### src/rtl/accalu_pkg.sv
package accalu_pkg;

  typedef enum logic [3:0] {
    OP_ADD   = 4'd0,
    OP_ADC   = 4'd1,
    OP_SUB   = 4'd2,
    OP_SBC   = 4'd3,
    OP_CP    = 4'd4,
    OP_AND   = 4'd5,
    OP_OR    = 4'd6,
    OP_XOR   = 4'd7,
    OP_INC   = 4'd8,
    OP_DEC   = 4'd9,
    OP_CPL   = 4'd10,
    OP_SCF   = 4'd11,
    OP_CCF   = 4'd12,
    OP_ADDW  = 4'd13,
    OP_ADDSP = 4'd14,
    OP_NOP   = 4'd15
  } alu_op_e;

  typedef struct packed {
    logic z;
    logic n;
    logic h;
    logic c;
  } alu_flags_t;

endpackage

### src/rtl/accalu_arith8.sv
module accalu_arith8
  import accalu_pkg::*;
#(
  parameter int DW = 8
) (
  input  alu_op_e        op,
  input  logic [DW-1:0]  a,
  input  logic [DW-1:0]  b,
  input  logic           cin,
  output logic [DW-1:0]  res,
  output logic           h,
  output logic           c
);
  localparam int NW = DW / 2;

  logic          sub;
  logic          cy;
  logic [DW-1:0] bx;
  logic [NW:0]   lo;
  logic [DW:0]   full;

  always_comb begin
    sub = (op == OP_SUB) || (op == OP_SBC) || (op == OP_CP) || (op == OP_DEC);
    cy  = ((op == OP_ADC) || (op == OP_SBC)) ? cin : 1'b0;
    bx  = ((op == OP_INC) || (op == OP_DEC)) ? {{(DW-1){1'b0}}, 1'b1} : b;
    if (sub) begin
      // top bit of each difference is the borrow out of that width
      lo   = {1'b0, a[NW-1:0]} - {1'b0, bx[NW-1:0]} - {{NW{1'b0}}, cy};
      full = {1'b0, a} - {1'b0, bx} - {{DW{1'b0}}, cy};
    end else begin
      lo   = {1'b0, a[NW-1:0]} + {1'b0, bx[NW-1:0]} + {{NW{1'b0}}, cy};
      full = {1'b0, a} + {1'b0, bx} + {{DW{1'b0}}, cy};
    end
    res = full[DW-1:0];
    h   = lo[NW];
    c   = full[DW];
  end

endmodule

### src/rtl/accalu_logic8.sv
module accalu_logic8
  import accalu_pkg::*;
#(
  parameter int DW = 8
) (
  input  alu_op_e       op,
  input  logic [DW-1:0] a,
  input  logic [DW-1:0] b,
  output logic [DW-1:0] res
);
  always_comb begin
    unique case (op)
      OP_AND:  res = a & b;
      OP_OR:   res = a | b;
      OP_XOR:  res = a ^ b;
      OP_CPL:  res = ~a;
      default: res = a;
    endcase
  end

endmodule

### src/rtl/accalu_wide.sv
module accalu_wide
  import accalu_pkg::*;
#(
  parameter int DW = 8,
  localparam int WW = 2 * DW
) (
  input  alu_op_e       op,
  input  logic [WW-1:0] a,
  input  logic [WW-1:0] b,
  output logic [WW-1:0] res,
  output logic          h,
  output logic          c
);
  localparam int NW = DW / 2;
  localparam int LW = WW - NW;   // pair-add half carry taken above this width

  logic [WW-1:0] sext;
  logic [LW:0]   lo_pair;
  logic [WW:0]   full_pair;
  logic [NW:0]   lo_sp;
  logic [DW:0]   byte_sp;

  always_comb begin
    sext      = {{DW{b[DW-1]}}, b[DW-1:0]};
    lo_pair   = {1'b0, a[LW-1:0]} + {1'b0, b[LW-1:0]};
    full_pair = {1'b0, a} + {1'b0, b};
    lo_sp     = {1'b0, a[NW-1:0]} + {1'b0, b[NW-1:0]};
    byte_sp   = {1'b0, a[DW-1:0]} + {1'b0, b[DW-1:0]};
    if (op == OP_ADDSP) begin
      res = a + sext;
      h   = lo_sp[NW];
      c   = byte_sp[DW];
    end else begin
      res = full_pair[WW-1:0];
      h   = lo_pair[LW];
      c   = full_pair[WW];
    end
  end

endmodule

### src/rtl/accalu_core.sv
module accalu_core
  import accalu_pkg::*;
#(
  parameter int DW = 8,
  localparam int WW = 2 * DW
) (
  input  logic          clk,
  input  logic          rst,
  input  logic [3:0]    op_i,
  input  logic [WW-1:0] acc_i,
  input  logic [WW-1:0] opb_i,
  input  logic [3:0]    flags_i,
  output logic [WW-1:0] result_o,
  output logic [3:0]    flags_o
);
  localparam logic [DW-1:0] ZHI = '0;

  alu_op_e    op;
  alu_flags_t fi;
  alu_flags_t nf;
  logic [WW-1:0] nr;

  logic [DW-1:0] ar, lr;
  logic          ah, ac;
  logic [WW-1:0] wr;
  logic          wh, wc;

  assign op = alu_op_e'(op_i);
  assign fi = alu_flags_t'(flags_i);

  accalu_arith8 #(.DW(DW)) u_arith (
    .op(op), .a(acc_i[DW-1:0]), .b(opb_i[DW-1:0]), .cin(fi.c),
    .res(ar), .h(ah), .c(ac)
  );

  accalu_logic8 #(.DW(DW)) u_logic (
    .op(op), .a(acc_i[DW-1:0]), .b(opb_i[DW-1:0]), .res(lr)
  );

  accalu_wide #(.DW(DW)) u_wide (
    .op(op), .a(acc_i), .b(opb_i), .res(wr), .h(wh), .c(wc)
  );

  always_comb begin
    nf = fi;
    nr = acc_i;
    unique case (op)
      OP_ADD, OP_ADC: begin
        nr = {ZHI, ar};
        nf = '{z: ~|ar, n: 1'b0, h: ah, c: ac};
      end
      OP_SUB, OP_SBC: begin
        nr = {ZHI, ar};
        nf = '{z: ~|ar, n: 1'b1, h: ah, c: ac};
      end
      OP_CP: begin
        nr = {ZHI, acc_i[DW-1:0]};
        nf = '{z: ~|ar, n: 1'b1, h: ah, c: ac};
      end
      OP_AND: begin
        nr = {ZHI, lr};
        nf = '{z: ~|lr, n: 1'b0, h: 1'b1, c: 1'b0};
      end
      OP_OR, OP_XOR: begin
        nr = {ZHI, lr};
        nf = '{z: ~|lr, n: 1'b0, h: 1'b0, c: 1'b0};
      end
      OP_INC: begin
        nr = {ZHI, ar};
        nf = '{z: ~|ar, n: 1'b0, h: ah, c: fi.c};
      end
      OP_DEC: begin
        nr = {ZHI, ar};
        nf = '{z: ~|ar, n: 1'b1, h: ah, c: fi.c};
      end
      OP_CPL: begin
        nr = {ZHI, lr};
        nf = '{z: fi.z, n: 1'b1, h: 1'b1, c: fi.c};
      end
      OP_SCF: nf = '{z: fi.z, n: 1'b0, h: 1'b0, c: 1'b1};
      OP_CCF: nf = '{z: fi.z, n: 1'b0, h: 1'b0, c: ~fi.c};
      OP_ADDW: begin
        nr = wr;
        nf = '{z: fi.z, n: 1'b0, h: wh, c: wc};
      end
      OP_ADDSP: begin
        nr = wr;
        nf = '{z: 1'b0, n: 1'b0, h: wh, c: wc};
      end
      default: begin
        nr = acc_i;
        nf = fi;
      end
    endcase
  end

  always_ff @(posedge clk) begin
    if (rst) begin
      result_o <= '0;
      flags_o  <= '0;
    end else begin
      result_o <= nr;
      flags_o  <= nf;
    end
  end


  reset_clear_chk: assert property (@(posedge clk) rst |=> (result_o == '0 && flags_o == 4'd0));


  cp_keeps_acc_chk: assert property (@(posedge clk) disable iff (rst)
    op_i == OP_CP |=> result_o == {ZHI, $past(acc_i[DW-1:0])});


  and_forced_flags_chk: assert property (@(posedge clk) disable iff (rst)
    op_i == OP_AND |=> (flags_o[2:0] == 3'b010));


  incdec_keep_c_chk: assert property (@(posedge clk) disable iff (rst)
    (op_i == OP_INC || op_i == OP_DEC) |=> flags_o[0] == $past(flags_i[0]));


  scf_forced_chk: assert property (@(posedge clk) disable iff (rst)
    op_i == OP_SCF |=> (flags_o[2:0] == 3'b001 && flags_o[3] == $past(flags_i[3])));


  pair_add_keeps_z_chk: assert property (@(posedge clk) disable iff (rst)
    op_i == OP_ADDW |=> (flags_o[3] == $past(flags_i[3]) && !flags_o[2]));


  stack_add_zn_chk: assert property (@(posedge clk) disable iff (rst)
    op_i == OP_ADDSP |=> flags_o[3:2] == 2'b00);


  nop_pass_chk: assert property (@(posedge clk) disable iff (rst)
    op_i == OP_NOP |=> (flags_o == $past(flags_i) && result_o == $past(acc_i)));

endmodule

### config.mk
export PLATFORM = sky130hd
export DESIGN_NAME = accalu_core
export DESIGN_NICKNAME = d
export VERILOG_FILES = /design/src/rtl/accalu_pkg.sv /design/src/rtl/accalu_arith8.sv /design/src/rtl/accalu_logic8.sv /design/src/rtl/accalu_wide.sv /design/src/rtl/accalu_core.sv
export SDC_FILE = /design/constraint.sdc
export NUM_CORES = 1
export LEC_CHECK = 0
export ABC_AREA = 1
export ABC_CLOCK_PERIOD_IN_PS = 4230
export BUFFER_PORTS_ARGS = -buffer_cell sky130_fd_sc_hd__buf_2
export CORE_ASPECT_RATIO = 1.5
export CORE_MARGIN = 3
export CORE_UTILIZATION = 50
export DETAILED_ROUTE_END_ITERATION = 12
export PLACE_DENSITY_LB_ADDON = 0.2
export SLEW_MARGIN = 20
export SYNTH_ARGS = -nofsm -noshare
export SYNTH_HDL_FRONTEND = slang
export SYNTH_SLANG_ARGS = --single-unit
### constraint.sdc
create_clock -name clk -period 4.23 [get_ports clk]
set_clock_uncertainty 0.15 [all_clocks]
set_input_delay 0.846 -clock clk [delete_from_list [all_inputs] [get_ports clk]]
set_output_delay 0.846 -clock clk [all_outputs]
set_load 0.05 [all_outputs]
==> impl_metrics.sql, run 1 <==
INSERT INTO impl_metrics (metric_group, metric, value, unit) VALUES
('synth', 'synth_flop_cell', 'sky130_fd_sc_hd__dfxtp_1', ''),
('synth', 'ys_types', '44', ''),
('global_route', 'grt_pass1_vias', '4819', ''),
('synth', 'synthCells', '682', ''),
('synth', 'yosys_warnings', '0', ''),
('critical_path', 'worst-path-buf-inv', '6', ''),
('routing', 'first_iter_violations', '282', ''),
('clocking', 'clock_path_buffers', '2', ''),
('synth', 'top_post_synthesis_cells_by_area', 'sky130_fd_sc_hd__ha_1, sky130_fd_sc_hd__nand2_1, sky130_fd_sc_hd__nand3_1', ''),
('power', 'power_frac_clock', '21.2', '%'),
('sta', 'setup_viol', '0', ''),
('clocking', 'tritoncts_buffer_count', '3', ''),
('routing', 'via_density_per_instance', '5.74', ''),
('sta', 'period_share', '85.7', '%'),
('power', 'power.combinational.fraction', '58.9', '%'),
('global_route', 'grt_start_max_net_pins', '14', ''),
('synth', 'yosys_register_bits', '20', ''),
('sta', 'slew_headroom', '68.3', '%'),
('routing', 'postRouteWirelength', '14.7', 'mm'),
('placement', 'detailed_place_hpwl', '12.6', 'mm'),
('outcome', 'result_of_the_run', 'complete, no violations', ''),
('floorplan', 'floorplan.die_area', '9100', 'um^2'),
('synth', 'synth_top_area_share', '16.3', '%'),
('synth', 'synth_fp_nets', '781', ''),
('floorplan', 'die-height', '115', 'um'),
('sta', 'grt_setup_unrepaired', 'false', ''),
('power', 'switching_power', '0.508', 'mW'),
('global_route', 'grt_first_pass_wirelength', '22.9', 'mm'),
('placement', 'io_buffer_count', '61', ''),
('global_route', 'grt.total_usage', '32.7', '%'),
('sta', 'highest_achievable_clock_rate', '276', 'MHz'),
('cells_and_area', 'synthToLayoutAreaGrowth', '12.0', '%'),
('power', 'p_leak', '2.48', 'nW'),
('sta', 'timing_max_transition_violations_final', '0', ''),
('critical_path', 'critPathArrivalTime', '3.64', 'ns'),
('sta', 'fin_setup_tns', '0', 'ns'),
('routing', 'drt-pass1-iter-count', '5', ''),
('critical_path', 'critical_path_max_stage_delay', '0.59', 'ns'),
('synth', 'synth.avg_cell_area', '5.84', 'um^2'),
('min_path', 'min-delay-path-class', 'in2reg', ''),
('sta', 'timing.final.crit_period', '3.63', 'ns'),
('synth', 'synth-edff-count', '0', ''),
('critical_path', 'worst_path_max_delay_cell', 'sky130_fd_sc_hd__fa_1', ''),
('global_route', 'number_of_antenna_violations_at_the_first_check_in_global_routing', '0', ''),
('clocking', 'post-cts-setup-buffer-count', '0', ''),
('critical_path', 'crit_path_cell_trace', 'buf_2 > inv_2 > nand2_2 > nor2_1 > inv_1 > nand2_1 > fa_1 > inv_1 > ha_1 > o21ai_0 > nand2_1 > nand2_1 > nand2_1 > nand2_1 > nand3_1 > nand2_1 > inv_1 > nand3_1 > nand3_1 > nand2_1 > inv_1', ''),
('critical_path', 'critPathMaxFanout', '11', ''),
('power', 'peakVddDrop', '0.215', 'mV'),
('cells_and_area', 'layout.nets', '842', ''),
('clocking', 'clk_root_buffer_cell', 'sky130_fd_sc_hd__clkbuf_16', ''),
('clocking', 'post_cts_resize_count', '0', ''),
('critical_path', 'worst_setup_path_end_kind', 'register', ''),
('clocking', 'holdBufCountCts', '0', ''),
('routing', 'post-route-drc-count', '0', ''),
('routing', 'vias', '4847', ''),
('critical_path', 'type_of_the_worst_setup_path', 'in2reg', ''),
('power', 'power.density', '236', 'nW/um^2'),
('cells_and_area', 'layoutNonFillerInstCount', '844', ''),
('clocking', 'cts-htree-levels', '1', ''),
('floorplan', 'fp-row-count', '39', ''),
('synth', 'synth.largest_area_cell', 'sky130_fd_sc_hd__ha_1', ''),
('synth', 'netlist_area', '3990', 'um^2'),
('cells_and_area', 'final_layout_size_suffix_gt1_share', '13.2', '%'),
('cells_and_area', 'n_antenna_cell', '0', ''),
('critical_path', 'cp-start-kind', 'input pin', ''),
('run', 'timing.max_cap.violations', '0', ''),
('power', 'netSwitchingFraction', '48.3', '%'),
('routing', 'average_wire_length_per_cell_after_detail_routing', '17.4', 'um'),
('floorplan', 'die_width', '78.9', 'um'),
('synth', 'ys_async_sr_fraction', '0', '%'),
('placement', 'place.gp.congestion', '1.02', '');
flip-flops by register name, summed over array words and instances (netlist names):
signal / count
flags_o: 4
result_o: 16
synth_stat cells (4+ instances only):
cell type,n
sky130_fd_sc_hd__dfxtp_1,20
sky130_fd_sc_hd__nor2_1,54
sky130_fd_sc_hd__o21ai_0,39
sky130_fd_sc_hd__ha_1,52
sky130_fd_sc_hd__nand2_1,173
sky130_fd_sc_hd__nand3b_1,7
sky130_fd_sc_hd__xor2_1,4
sky130_fd_sc_hd__o211ai_1,7
sky130_fd_sc_hd__inv_2,5
sky130_fd_sc_hd__nand3_1,83
sky130_fd_sc_hd__nand2_4,6
sky130_fd_sc_hd__nor3_1,8
sky130_fd_sc_hd__a21oi_1,59
sky130_fd_sc_hd__inv_1,104
sky130_fd_sc_hd__nand2_2,7
sky130_fd_sc_hd__fa_1,5
sky130_fd_sc_hd__nand4_1,5
cell families after synthesis:
kind of cell	Yosys count	share of synthesized area, %
compound gates	126	17.4
buf+inv	118	12.1
simple gates	356	40.6
fa+ha+maj	57	18.8
xor+xnor	5	1.10
flops	20	10.0
worst min-delay path, delay by kind of cell:
kind            cells  cell delay, ns
buf+inv             2            0.13
compound gates      1            0.08
through the flow:
| step | hold slack [ns] | utilization, % | instance area (um^2) | power [mW] | worst slack, ns |
|---|---|---|---|---|---|
| 2_1_floorplan | 0.835 | - | 3990 | 0.653 | 1.03 |
| 3_3_place_gp | 0.940 | 57.1 | 4380 | 0.816 | 0.458 |
| 3_5_place_dp | 0.943 | 57.1 | 4380 | 0.825 | 0.381 |
| 4_1_cts | 0.676 | 58.3 | 4460 | 1.05 | 0.640 |
| 5_1_grt | 0.720 | 58.3 | 4460 | 1.13 | 0.370 |
| 6_report | 0.671 | 58.3 | 4460 | 1.05 | 0.604 |
cell type report:
type / instances / area [um^2]
fillers: 826 / 3200
clock buffers: 4 / 88.8
inverters: 111 / 424
repair buffers: 63 / 320
flip-flops and latches: 20 / 400
multi-input cells: 544 / 3100
well taps: 102 / 128
final timing paths:
path / end / depth (start not counted) / from
worst max-delay path: flags_o[3] / 21 / op_i[2]
worst min-delay path: flags_o[1] / 3 / flags_i[1]
routing by layer:
metal  up-vias  GRT usage, %  wire length, um
met4         0          25.8             1310
met1      2194          29.5             4850
met5         -             0                0
li1       2364             -                -
met2       215          64.5             7890
met3        74          3.21              647
layout by cell type, fill, tap and decap left out, drive strengths merged, types with 7 or more instances in the layout:
cell	n
a21oi	59
nand3	85
nor2	59
nor3	10
inv	110
nand2	186
o21ai	40
dfxtp	20
buf	63
ha	52
nand3b	7
o211ai	7
power by group through the flow:
stage	sequential [mW]	clock, mW	combinational, mW
after CTS	0.210	0.224	0.613
final	0.210	0.223	0.619
after global routing	0.211	0.229	0.690
after floorplan	0.268	0	0.385
after global placement	0.213	0	0.603
after detailed placement	0.214	0	0.610
(Power assumes the default switching activity.)
==> inputs of run 2 (changes only) <==
--- a/config.mk
+++ b/config.mk
@@ -7,11 +7,11 @@
 export LEC_CHECK = 0
 export ABC_AREA = 1
 export ABC_CLOCK_PERIOD_IN_PS = 4230
-export BUFFER_PORTS_ARGS = -buffer_cell sky130_fd_sc_hd__buf_2
 export CORE_ASPECT_RATIO = 1.5
 export CORE_MARGIN = 3
 export CORE_UTILIZATION = 50
 export DETAILED_ROUTE_END_ITERATION = 12
+export DONT_BUFFER_PORTS = 1
 export PLACE_DENSITY_LB_ADDON = 0.2
 export SLEW_MARGIN = 20
 export SYNTH_ARGS = -nofsm -noshare
==> run 2 against run 1 <==
  * Core utilization decreased by 4.0 points
  * Largest power group unchanged
  * Hold slack lost 0.17 ns
  * Via count down 8.1%
  * Cell count fell by 7.2%
  * Critical path depth decreased by 1
  * Highest routed layer unchanged
==> impl_metrics.sql, run 2 (synthesized netlist as in run 1, its figures left out) <==
INSERT INTO impl_metrics (metric_group, metric, value, unit) VALUES
('critical_path', 'critical_path_max_stage_delay', '0.57', 'ns'),
('sta', 'fin_setup_tns', '0', 'ns'),
('critical_path', 'crit_path_frequent_cell', 'sky130_fd_sc_hd__nand2_1', ''),
('routing', 'post-route-drc-count', '0', ''),
('global_route', 'grt_start_max_net_pins', '14', ''),
('routing', 'vias', '4453', ''),
('placement', 'detailedPlace.worstSlack', '0.542', 'ns'),
('critical_path', 'cp-start-kind', 'input pin', ''),
('clocking', 'tritoncts_buffer_count', '3', ''),
('cells_and_area', 'top_regs', 'result_o x16, flags_o x4', ''),
('sta', 'grt_setup_unrepaired', 'false', ''),
('sta', 'setup_viol', '0', ''),
('critical_path', 'type_of_the_worst_setup_path', 'in2reg', ''),
('global_route', 'global_route.overflow_total', '0', ''),
('placement', 'io_buffer_count', '0', ''),
('critical_path', 'crit_path_cell_trace', 'inv_2 > nand2_2 > nor2_1 > inv_1 > nand2_1 > fa_1 > inv_1 > ha_1 > o21ai_0 > nand2_1 > nand2_1 > nand2_1 > nand2_1 > nand3_1 > nand2_1 > inv_1 > nand3_1 > nand3_1 > nand2_1 > inv_1', ''),
('run', 'timing.max_cap.violations', '0', ''),
('placement', 'place.gp.congestion', '0.982', ''),
('sta', 'post-route-worst-setup-slack', '0.812', 'ns'),
('critical_path', 'critPathMaxFanout', '11', ''),
('min_path', 'min-delay-path-class', 'in2reg', ''),
('sta', 'hold_viol_final', '0', ''),
('clocking', 'tritoncts', 'done', ''),
('sta', 'highest_achievable_clock_rate', '293', 'MHz'),
('sta', 'timing.final.crit_period', '3.42', 'ns'),
('cells_and_area', 'mostFrequentLayoutCell', 'sky130_fd_sc_hd__nand2_1', ''),
('routing', 'drt-pass1-iter-count', '5', ''),
('critical_path', 'worst_setup_path_end_kind', 'register', ''),
('clocking', 'clk_root_buffer_cell', 'sky130_fd_sc_hd__clkbuf_16', ''),
('sta', 'slew_headroom', '58.6', '%'),
('global_route', 'grt.total_usage', '31.4', '%'),
('clocking', 'numClockSinks', '20', ''),
('floorplan', 'floorplan.die_area', '9100', 'um^2'),
('routing', 'first_iter_violations', '207', ''),
('global_route', 'grt_first_pass_wirelength', '21.8', 'mm'),
('critical_path', 'critical_path_required', '4.24', 'ns'),
('clocking', 'clock_path_buffers', '2', ''),
('cells_and_area', 'largest_reg_flops', '16', ''),
('cells_and_area', 'n_fill_cell', '828', ''),
('cells_and_area', 'regMostFlops', 'result_o', ''),
('routing', 'postRouteWirelength', '14.3', 'mm'),
('cells_and_area', 'regArea', '400', 'um^2'),
('floorplan', 'die_width', '78.9', 'um'),
('sta', 'period_share', '80.8', '%'),
('cells_and_area', 'layout_common_cells', 'sky130_fd_sc_hd__nand2_1, sky130_fd_sc_hd__inv_1, sky130_fd_sc_hd__nand3_1', ''),
('outcome', 'result_of_the_run', 'complete, no violations', ''),
('cells_and_area', 'layout.nets', '781', ''),
('cells_and_area', 'area_taken_by_multi_input_logic_gates', '3100', 'um^2'),
('placement', 'detailed_place_hpwl', '12.2', 'mm'),
('critical_path', 'critPathArrivalTime', '3.43', 'ns'),
('routing', 'remaining_number_of_nets_flagged_by_the_antenna_check_after_routing', '0', ''),
('critical_path', 'worst_path_max_delay_cell', 'sky130_fd_sc_hd__fa_1', ''),
('floorplan', 'start_util', '52.0', '%'),
('cells_and_area', 'final_layout_size_suffix_gt1_share', '5.43', '%'),
('power', 'power.density', '240', 'nW/um^2'),
('cells_and_area', 'synthToLayoutAreaGrowth', '4.36', '%'),
('clocking', 'post-cts-setup-buffer-count', '0', ''),
('clocking', 'post_cts_resize_count', '0', ''),
('clocking', 'cts-htree-levels', '1', ''),
('floorplan', 'ioPinCount', '62', ''),
('routing', 'average_wire_length_per_cell_after_detail_routing', '18.3', 'um'),
('global_route', 'number_of_antenna_violations_at_the_first_check_in_global_routing', '0', ''),
('routing', 'via_density_per_instance', '5.69', ''),
('global_route', 'grt_pass1_vias', '4459', ''),
('power', 'peakVddDrop', '0.248', 'mV'),
('floorplan', 'die-height', '115', 'um'),
('floorplan', 'fp-row-count', '39', ''),
('clocking', 'clk_pin_slew', '0.06', 'ns'),
('power', 'p_leak', '2.22', 'nW'),
('cells_and_area', 'n_antenna_cell', '0', ''),
('sta', 'timing_max_transition_violations_final', '0', ''),
('clocking', 'holdBufCountCts', '0', ''),
('sta', 'slew_worst_pin', '0.620', 'ns'),
('floorplan', 'fp.coreArea', '7660', 'um^2');
[run 2: metrics by stage]
step	hold WS [ns]	utilization, %	std cells	power (mW)	cell area, um^2
global placement	0.770	53.1	779	0.765	4070
global route	0.509	54.3	783	1.06	4160
detailed placement	0.772	53.1	779	0.770	4070
floorplan	0.835	-	682	0.653	3990
finish	0.505	54.3	783	0.996	4160
CTS	0.508	54.3	783	0.987	4160
[run 2: worst paths after layout]
path    start           to  cells past startpoint
min       rst  result_o[2]                      1
max   op_i[2]   flags_o[3]                     20
[run 2: cell type report]
cell class / instances / share of cell area, %
sequential: 20 / 9.63
inverter: 111 / 10.2
clock buffer: 4 / 2.14
timing repair buffer: 2 / 0.361
multi-input combinational: 544 / 74.6
tap: 102 / 3.07
[run 2: power breakdown]
group,switching [mW],internal (mW),leakage (nW)
logic,0.337,0.171,2.01
clock network,0.0757,0.144,0.0442
registers,0.0632,0.204,0.165
[run 2: worst max-delay path, delay by kind of cell]
family | cells | cell delay (ns)
adders and majority gates | 2 | 0.74
AOI/OAI and AO/OA | 1 | 0.28
buffers and inverters | 5 | 0.42
and+or+nand+nor | 12 | 1.14
[run 2: per-layer routing]
layer	global-route usage, %	share of wire, %
met4	22.6	7.9
met3	3.84	4.2
met5	0	0
met1	28.2	34
met2	62.8	54
==> inputs of run 3 (changes only) <==
--- a/config.mk
+++ b/config.mk
@@ -6,7 +6,7 @@
 export NUM_CORES = 1
 export LEC_CHECK = 0
 export ABC_AREA = 1
-export ABC_CLOCK_PERIOD_IN_PS = 4230
+export ABC_CLOCK_PERIOD_IN_PS = 3500
 export CORE_ASPECT_RATIO = 1.5
 export CORE_MARGIN = 3
 export CORE_UTILIZATION = 50
==> constraint.sdc (replaced) <==
create_clock -name clk -period 3.5 [get_ports clk]
set_clock_uncertainty 0.15 [all_clocks]
set_input_delay 0.7 -clock clk [delete_from_list [all_inputs] [get_ports clk]]
set_output_delay 0.7 -clock clk [all_outputs]
set_load 0.05 [all_outputs]
==> run 3 against run 2 <==
  * Total power is 19% higher
  * Largest power group unchanged
  * Core utilization is 0.20 points higher
  * Highest routed layer unchanged
  * Critical path type unchanged
  * First-iteration DRC count grew 7.7%
  * Combinational power up 21%
  * Die area unchanged
  * Critical endpoint unchanged
  * Design area up 0.36%
  * Worst setup slack got worse by 0.37 ns
  * Global-route usage down 0.082 points
  * Hold slack worse by 0.14 ns
==> impl_metrics.sql, run 3 (synthesized netlist as in run 1, its figures left out) <==
INSERT INTO impl_metrics (metric_group, metric, value, unit) VALUES
('outcome', 'result_of_the_run', 'complete, no violations', ''),
('placement', 'dp_cells', '781', ''),
('global_route', 'grt_pass1_vias', '4543', ''),
('critical_path', 'critical_path_required', '3.55', 'ns'),
('placement', 'detailed_place_hpwl', '12.2', 'mm'),
('critical_path', 'critical_path_max_stage_delay', '0.40', 'ns'),
('placement', 'io_buffer_count', '0', ''),
('floorplan', 'fp.coreArea', '7660', 'um^2'),
('cells_and_area', 'layoutNonFillerInstCount', '785', ''),
('clocking', 'numClockSinks', '20', ''),
('global_route', 'grt_start_max_net_pins', '14', ''),
('floorplan', 'ioPinCount', '62', ''),
('power', 'power.density', '285', 'nW/um^2'),
('routing', 'remaining_number_of_nets_flagged_by_the_antenna_check_after_routing', '0', ''),
('power', 'pwr-share-seq', '27.1', '%'),
('global_route', 'global_route.overflow_total', '0', ''),
('cells_and_area', 'mostFrequentLayoutCell', 'sky130_fd_sc_hd__nand2_1', ''),
('routing', 'first_iter_violations', '223', ''),
('critical_path', 'worst_setup_path_end_kind', 'register', ''),
('placement', 'place.gp.congestion', '1.04', ''),
('sta', 'fin_setup_tns', '0', 'ns'),
('power', 'power.combinational.fraction', '51.7', '%'),
('floorplan', 'fp-row-count', '39', ''),
('clocking', 'clk_pin_slew', '0.06', 'ns'),
('sta', 'highest_achievable_clock_rate', '327', 'MHz'),
('clocking', 'tritoncts', 'done', ''),
('routing', 'average_wire_length_per_cell_after_detail_routing', '18.3', 'um'),
('sta', 'grt_setup_unrepaired', 'false', ''),
('cells_and_area', 'final_core_util', '54.5', '%'),
('cells_and_area', 'synthToLayoutAreaGrowth', '4.74', '%'),
('clocking', 'clock_path_buffers', '2', ''),
('routing', 'drt-pass1-iter-count', '5', ''),
('power', 'power_frac_clock', '21.2', '%'),
('cells_and_area', 'largest_reg_flops', '16', ''),
('routing', 'postRouteWirelength', '14.3', 'mm'),
('clocking', 'cts-htree-levels', '1', ''),
('global_route', 'grt_first_pass_wirelength', '22.3', 'mm'),
('floorplan', 'floorplan.die_area', '9100', 'um^2'),
('routing', 'vias', '4561', ''),
('min_path', 'min-delay-path-class', 'in2reg', ''),
('critical_path', 'worst_path_max_delay_cell', 'sky130_fd_sc_hd__ha_1', ''),
('critical_path', 'cp-start-kind', 'input pin', ''),
('power', 'switching_power', '0.558', 'mW'),
('critical_path', 'crit_path_frequent_cell', 'sky130_fd_sc_hd__nand2_1', ''),
('sta', 'period_share', '87.4', '%'),
('sta', 'slew_worst_pin', '0.537', 'ns'),
('power', 'netSwitchingFraction', '46.9', '%'),
('placement', 'detailedPlace.worstSlack', '0.212', 'ns'),
('critical_path', 'critPathMaxFanout', '6', ''),
('clocking', 'clk_root_buffer_cell', 'sky130_fd_sc_hd__clkbuf_16', ''),
('cells_and_area', 'n_antenna_cell', '0', ''),
('global_route', 'number_of_antenna_violations_at_the_first_check_in_global_routing', '0', ''),
('critical_path', 'crit_family', 'simple AND/OR/NAND/NOR gates', ''),
('power', 'power.internal', '0.630', 'mW'),
('cells_and_area', 'top_regs', 'result_o x16, flags_o x4', ''),
('cells_and_area', 'layout_common_cells', 'sky130_fd_sc_hd__nand2_1, sky130_fd_sc_hd__inv_1, sky130_fd_sc_hd__nand3_1', ''),
('sta', 'holdWs', '0.369', 'ns'),
('clocking', 'tritoncts_buffer_count', '3', ''),
('sta', 'slew_headroom', '64.1', '%'),
('sta', 'timing.final.crit_period', '3.06', 'ns'),
('clocking', 'post_cts_resize_count', '0', ''),
('floorplan', 'die_width', '78.9', 'um'),
('sta', 'hold_viol_final', '0', ''),
('critical_path', 'crit_path_cell_trace', 'inv_2 > nand2_2 > nor2_1 > inv_1 > nand2_1 > inv_1 > ha_1 > inv_1 > ha_1 > nand2_1 > nand2_1 > nand2_1 > nand3_1 > nand3_1 > nor3_2 > nand3_1 > nand3_1 > nand2_1 > inv_1', ''),
('routing', 'via_density_per_instance', '5.81', ''),
('power', 'p_leak', '2.23', 'nW'),
('power', 'peakVddDrop', '0.427', 'mV'),
('critical_path', 'critPathArrivalTime', '3.11', 'ns'),
('cells_and_area', 'regMostFlops', 'result_o', ''),
('critical_path', 'worst-path-buf-inv', '5', ''),
('clocking', 'post-cts-setup-buffer-count', '0', ''),
('run', 'timing.max_cap.violations', '0', ''),
('sta', 'setup_viol', '0', ''),
('cells_and_area', 'layout.nets', '783', ''),
('sta', 'timing_max_transition_violations_final', '0', ''),
('floorplan', 'start_util', '52.0', '%'),
('critical_path', 'type_of_the_worst_setup_path', 'in2reg', ''),
('clocking', 'holdBufCountCts', '0', ''),
('sta', 'post-route-worst-setup-slack', '0.441', 'ns'),
('global_route', 'grt.total_usage', '31.3', '%'),
('floorplan', 'die-height', '115', 'um'),
('cells_and_area', 'final_layout_size_suffix_gt1_share', '5.71', '%'),
('routing', 'post-route-drc-count', '0', '');
==> run 3: path summary, 6_finish.rpt <==
check    start     endpoint  slack (ns)  cells past startpoint
max    op_i[2]   flags_o[3]        0.44                     19
min        rst  result_o[2]        0.37                      1
==> run 3: metal layers <==
metal	share of wire, %	up-vias	routed length (um)	GRT usage, %
met5	0	-	0	0
met1	34	2066	4920	30.1
met2	53	181	7650	60.6
met4	7.7	0	1110	21.1
li1	-	2243	-	-
met3	4.7	71	668	4.39
==> run 3: stage by stage <==
| step | power (mW) | instance area [um^2] |
|---|---|---|
| 4_1_cts | 1.18 | 4170 |
| 3_5_place_dp | 0.926 | 4090 |
| 3_3_place_gp | 0.918 | 4090 |
| 2_1_floorplan | 0.789 | 3990 |
| 5_1_grt | 1.28 | 4170 |
| 6_report | 1.19 | 4170 |
==> run 3: final cells by class <==
type | instances | area (um^2)
repair buffers | 4 | 30.0
inverters | 111 | 424
fillers | 846 | 3490
well taps | 102 | 128
clock buffers | 4 | 88.8
flip-flops and latches | 20 | 400
multi-input cells | 544 | 3100
==> run 3: power by group through the flow <==
| stage | Sequential [mW] | Combinational (mW) | Clock [mW] |
|---|---|---|---|
| 4_1_cts | 0.323 | 0.602 | 0.256 |
| 3_5_place_dp | 0.328 | 0.598 | 0 |
| 2_1_floorplan | 0.324 | 0.465 | 0 |
| 3_3_place_gp | 0.328 | 0.590 | 0 |
| 6_report | 0.322 | 0.614 | 0.252 |
| 5_1_grt | 0.323 | 0.691 | 0.264 |
